**src/rtl/bus_wake_pkg.sv**
```systemverilog
package bus_wake_pkg;

    typedef enum logic [1:0] {
        WK_IDLE    = 2'd0,
        WK_TIMING  = 2'd1,
        WK_BLOCKED = 2'd2
    } wk_state_e;

    typedef enum logic {
        MODE_SLEEP  = 1'b0,
        MODE_NORMAL = 1'b1
    } op_mode_e;

    typedef struct packed {
        logic fall;
        logic rise;
    } edge_evt_t;

    function automatic logic meas_allowed(input op_mode_e m, input logic tx);
        return (m == MODE_SLEEP) || tx;
    endfunction

    function automatic int cnt_width(input int limit);
        return (limit < 2) ? 1 : $clog2(limit + 1);
    endfunction

endpackage

```
**src/rtl/bus_wake_sync.sv**
```systemverilog
module bus_wake_sync #(
    parameter int   STAGES  = 2,
    parameter logic RST_VAL = 1'b1
) (
    input  logic clk,
    input  logic rst,
    input  logic d_async,
    output logic d_sync
);
    generate
        if (STAGES <= 1) begin : g_single
            logic q;
            always_ff @(posedge clk) begin
                if (rst) q <= RST_VAL;
                else     q <= d_async;
            end
            assign d_sync = q;
        end else begin : g_chain
            logic [STAGES-1:0] chain;
            always_ff @(posedge clk) begin
                if (rst) chain <= {STAGES{RST_VAL}};
                else     chain <= {chain[STAGES-2:0], d_async};
            end
            assign d_sync = chain[STAGES-1];
        end
    endgenerate
endmodule

```
**src/rtl/bus_wake_edge.sv**
```systemverilog
module bus_wake_edge
    import bus_wake_pkg::*;
(
    input  logic      clk,
    input  logic      rst,
    input  logic      level,
    output edge_evt_t evt
);
    logic prev_q;

    always_ff @(posedge clk) begin
        if (rst) prev_q <= 1'b1;
        else     prev_q <= level;
    end

    always_comb begin
        evt.fall = prev_q & ~level;
        evt.rise = ~prev_q & level;
    end
endmodule

```
**src/rtl/bus_wake_timer.sv**
```systemverilog
module bus_wake_timer
    import bus_wake_pkg::*;
#(
    parameter int LIMIT = 80,
    parameter int CW    = cnt_width(LIMIT)
) (
    input  logic          clk,
    input  logic          rst,
    input  logic          run,
    input  logic          tick,
    output logic [CW-1:0] cnt,
    output logic          met
);
    localparam logic [CW-1:0] TOP = CW'(LIMIT);

    always_ff @(posedge clk) begin
        if (rst || !run)               cnt <= '0;
        else if (tick && (cnt != TOP)) cnt <= cnt + 1'b1;
    end

    assign met = (cnt == TOP);
endmodule

```
**src/rtl/bus_wake_seq.sv**
```systemverilog
module bus_wake_seq
    import bus_wake_pkg::*;
(
    input  logic      clk,
    input  logic      rst,
    input  edge_evt_t evt,
    input  logic      meas_ok,
    input  logic      dur_met,
    output wk_state_e state,
    output logic      pulse
);
    wk_state_e nxt;
    logic      fire;

    always_comb begin
        nxt  = state;
        fire = 1'b0;
        unique case (state)
            WK_IDLE: begin
                if (evt.fall) nxt = meas_ok ? WK_TIMING : WK_BLOCKED;
            end
            WK_TIMING: begin
                if (evt.rise) begin
                    nxt  = WK_IDLE;
                    fire = meas_ok && dur_met;
                end else if (!meas_ok) begin
                    nxt = WK_BLOCKED;
                end
            end
            WK_BLOCKED: begin
                if (evt.rise) nxt = WK_IDLE;
            end
            default: nxt = WK_IDLE;
        endcase
    end

    always_ff @(posedge clk) begin
        if (rst) begin
            state <= WK_IDLE;
            pulse <= 1'b0;
        end else begin
            state <= nxt;
            pulse <= fire;
        end
    end
endmodule

```
**src/rtl/bus_wake_detect.sv**
```systemverilog
module bus_wake_detect
    import bus_wake_pkg::*;
#(
    parameter int SYNC_STAGES  = 2,
    parameter int THRESH_TICKS = 80
) (
    input  logic clk,
    input  logic rst,
    input  logic bus_rx,
    input  logic mode_sel,
    input  logic tx_level,
    input  logic us_tick,
    output logic wake_pulse
);
    localparam int CNT_W = cnt_width(THRESH_TICKS);

    logic             bus_s;
    edge_evt_t        evt;
    logic             meas_en;
    logic             dur_met;
    logic [CNT_W-1:0] dur_cnt;
    wk_state_e        state;

    assign meas_en = meas_allowed(op_mode_e'(mode_sel), tx_level);

    bus_wake_sync #(.STAGES(SYNC_STAGES), .RST_VAL(1'b1)) u_sync (
        .clk(clk), .rst(rst), .d_async(bus_rx), .d_sync(bus_s)
    );

    bus_wake_edge u_edge (
        .clk(clk), .rst(rst), .level(bus_s), .evt(evt)
    );

    bus_wake_timer #(.LIMIT(THRESH_TICKS), .CW(CNT_W)) u_timer (
        .clk(clk), .rst(rst), .run(state == WK_TIMING), .tick(us_tick),
        .cnt(dur_cnt), .met(dur_met)
    );

    bus_wake_seq u_seq (
        .clk(clk), .rst(rst), .evt(evt), .meas_ok(meas_en),
        .dur_met(dur_met), .state(state), .pulse(wake_pulse)
    );
endmodule

```
**config.mk**
```make
export PLATFORM = sky130hd
export DESIGN_NAME = bus_wake_detect
export DESIGN_NICKNAME = d
export VERILOG_FILES = /design/src/rtl/bus_wake_pkg.sv /design/src/rtl/bus_wake_sync.sv /design/src/rtl/bus_wake_edge.sv /design/src/rtl/bus_wake_timer.sv /design/src/rtl/bus_wake_seq.sv /design/src/rtl/bus_wake_detect.sv
export SDC_FILE = /design/constraint.sdc
export NUM_CORES = 1
export LEC_CHECK = 0
export CAP_MARGIN = 20
export CORE_AREA = 2 2 39 41
export DETAILED_ROUTE_END_ITERATION = 12
export DIE_AREA = 0 0 41 43
export GPL_ROUTABILITY_DRIVEN = 0
export PLACE_DENSITY_LB_ADDON = 0.05
export REMOVE_ABC_BUFFERS = 1
export SYNTH_ARGS = -nofsm -noshare
export SYNTH_HDL_FRONTEND = slang
export SYNTH_HIERARCHICAL = 1
export SYNTH_SLANG_ARGS = --single-unit
```
**constraint.sdc**
```tcl
create_clock -name clk -period 1.5 [get_ports clk]
set_input_delay 0.3 -clock clk [delete_from_list [all_inputs] [get_ports clk]]
set_output_delay 0.3 -clock clk [all_outputs]
set_load 0.02 [all_outputs]
```
==> impl_metrics.yaml <==
worst_setup_path:
  crit_type: "reg -> reg"
  required_ps: 1670
  worstPathArrival_ps: 1500
  worstSetupEndpointType: "flop"
  worstReg2RegEnd: "u_timer/cnt[2]"
  cp-endpoint: "u_timer/cnt[2]"
  slowest_delay_ps: 350
  r2r_slack_ps: 170
  crit_family: "compound AO/OA/AOI/OAI gates"
  path_depth: 5
  reg2reg_depth: 5
  critical_path.slowest_cell: "dfxtp_1"
  rr_startpoint: "u_timer/cnt[1]"
  cp_max_fo: 5
  worst-path-buf-inv: 1
  startpoint: "u_timer/cnt[1]"
  path_cells: "inv_1, ha_1, nand4bb_1, o31a_2, a31o_1"
  startpoint_type: "flop"
timing:
  final-setup-viol-count: 0
  grt_setup_unrepaired: "no"
  worst_slew_pin_slew_ps: 258.7
  clock.fmax_ghz: 0.7510
  fin_skew_ps: 3.206
  slew_headroom_pct: 82.73
  final_hold_viol_count: 0
  fin_tns_setup_ps: 0
  fin_crit_sh_pct: 88.77
  slew_viol_final: 0
  fin_crit_ps: 1332
power_and_ir_drop:
  p_leak_nw: 0.2921
  seqPwrFrac_pct: 57.0
  clkPwrFrac_pct: 35.5
  ir_drop_v: 0.0003819
  p_sw_w: 0.0001396
  p_comb_share_pct: 7.5
  sw_frac_of_total_pct: 22.44
  p_per_area_nw_per_um2: 816.4
  intPower_w: 0.0004825
clock_network:
  cts.path.max_buffers: 2
  cts_resized: 0
  cts_sinks: 13
  clkLatencyLatePin_ps: 270
  clk_pin_slew_ps: 90
  htreeDepth: 1
  cts_buffers: 3
  cts-root-buf: "clkbuf_4"
  cts_tree: "done"
  cts_hold_buffers: 0
  cts_setup_buffers: 0
global_routing:
  grt_antenna_before_repair: 0
  grt.busiest_layer: "met1"
  grt_use_met2_pct: 19.38
  grt_max_degree: 8
  grt_pass1_wl_mm: 1.800
  grt_pass1_vias: 429
  use_met3_pct: 3.141
  grt.overflow.total: 0
  met1_usage_pct: 21.90
  grt_use_total_pct: 15.44
synthesis:
  synth_cells: 65
  synth.avg_cell_area_um2: 9.471
  syn-cell-area_um2: 615.6
  yosys_warnings: 6
  ys_ff_latch: 13
  synthDistinctLibCells: 29
  synth_area_leader_cell: "dfxtp_1"
  ys_top_cells_by_area: "dfxtp_1, nand2_1, ha_1, mux2i_1, or4b_1"
  synth_common_cells: "dfxtp_1, nand2_1, inv_1"
  yosysMostFrequentCell: "dfxtp_1"
  synth_edf_count: 0
  synthFlopType: "dfxtp_1"
  synth_top_cell_area_share_pct: 42.28
  yosysSeqAreaShare_pct: 42.28
  ys_async_sr_fraction_pct: 0
routing:
  dr.pass1.iters: 2
  drtAntennaViolNets: 0
  wl_per_cell_um: 11.01
  first_iter_violations: 5
  vias: 488
  post-route-drc-count: 0
  routed_wl_mm: 1.057
  viasPerCell: 5.083
layout:
  final_util_pct: 55.06
  n_antenna_cell: 0
  area_growth_pct: 23.78
  drive_gt1_share_pct: 17.50
  layout.nets: 89
placement:
  dp_hpwl_um: 799.5
  io_buffers: 6
floorplanning:
  rows: 14
  core-area_um2: 1384
  die_area_um2: 1763
  initial_utilization_pct: 44.48
  ios: 7
  die_x_um: 41
  die_h_um: 43
flow_run:
  cap_violations: 0
outcome:
  status: "finished clean"
hold_path:
  hp-class: "reg -> reg"
## cell families (layout without fill, tap and decap cells)
| kind of cell | count (synthesis) | in the layout | share of synthesized area, % |
|---|---|---|---|
| buf+inv | 4 | 19 | 2.438 |
| compound gates | 8 | 8 | 9.756 |
| xor+xnor | 2 | 2 | 2.846 |
| simple gates | 34 | 34 | 35.37 |
| mux | 2 | 2 | 3.252 |
| flops | 13 | 13 | 42.28 |
| fa+ha+maj | 2 | 2 | 4.064 |
## power groups by stage
| stage | clock network [W] | registers (W) | logic (W) |
|---|---|---|---|
| after global routing | 0.000244 | 0.000356 | 0.0000505 |
| final | 0.000221 | 0.000355 | 0.0000463 |
| after global placement | 0 | 0.000363 | 0.0000461 |
| after detailed placement | 0 | 0.000363 | 0.0000465 |
| after CTS | 0.000236 | 0.000355 | 0.0000467 |
| after floorplan | 0 | 0.000362 | 0.0000201 |
## cell type report
class / count / area [um2]
Fill cell: 133 / 621.8
Multi-Input combinational cell: 48 / 340.3
Inverter: 4 / 15.01
Timing Repair Buffer: 11 / 100.1
Tap cell: 16 / 20.02
Clock buffer: 4 / 26.28
Sequential cell: 13 / 260.3
## worst min-delay path by stage
stage                                  startpoint  slack (ps)                      end  cells after the start
after detailed placement  u_sync/g_chain.chain[0]         390  u_sync/g_chain.chain[1]                      1
after global routing      u_sync/g_chain.chain[0]         440  u_sync/g_chain.chain[1]                      1
final                     u_sync/g_chain.chain[0]         420  u_sync/g_chain.chain[1]                      1
after global placement    u_sync/g_chain.chain[0]         410  u_sync/g_chain.chain[1]                      1
after CTS                 u_sync/g_chain.chain[0]         420  u_sync/g_chain.chain[1]                      1
after floorplan                               rst         370           u_seq/state[0]                      1
## state kept, by name, indices dropped and copies added, names as in the netlist
signal                flops
u_timer/cnt               7
u_seq/state               2
u_sync/g_chain.chain      2
u_edge/prev_q             1
u_seq/pulse               1
## layer usage
metal | vias up | share of wire, %
met5 | - | 0
met4 | 0 | 1.6
met3 | 2 | 2.1
met2 | 3 | 43
met1 | 225 | 53
li1 | 258 | -
## cell usage in the layout, fill, tap and decap left out, types with 2 or more instances in the layout
cell,n
nor2b_1,2
buf_4,5
nor2_1,3
or3_1,2
ha_1,2
nand2_1,7
o21ai_0,2
clkbuf_4,3
a21oi_1,2
mux2i_1,2
or4b_1,2
nand4_1,2
nand2b_1,3
xor2_1,2
clkdlybuf4s50_1,5
inv_1,4
or2_1,3
dfxtp_1,13
## metrics by stage
step / power (W) / worst slack (ps) / cells / hold slack [ps] / cell area [um2]
after floorplan: 0.0003821 / 232.6 / 65 / 368.9 / 615.6
after global placement: 0.0004090 / -32.40 / 92 / 407.3 / 733.2
after detailed placement: 0.0004095 / -50.82 / 92 / 394.6 / 733.2
after CTS: 0.0006372 / 6.670 / 96 / 418.2 / 759.5
after global routing: 0.0006505 / 106.6 / 96 / 440.3 / 762.0
final: 0.0006220 / 168.4 / 96 / 415.7 / 762.0
Note: power is estimated with default switching activity, not from simulation.
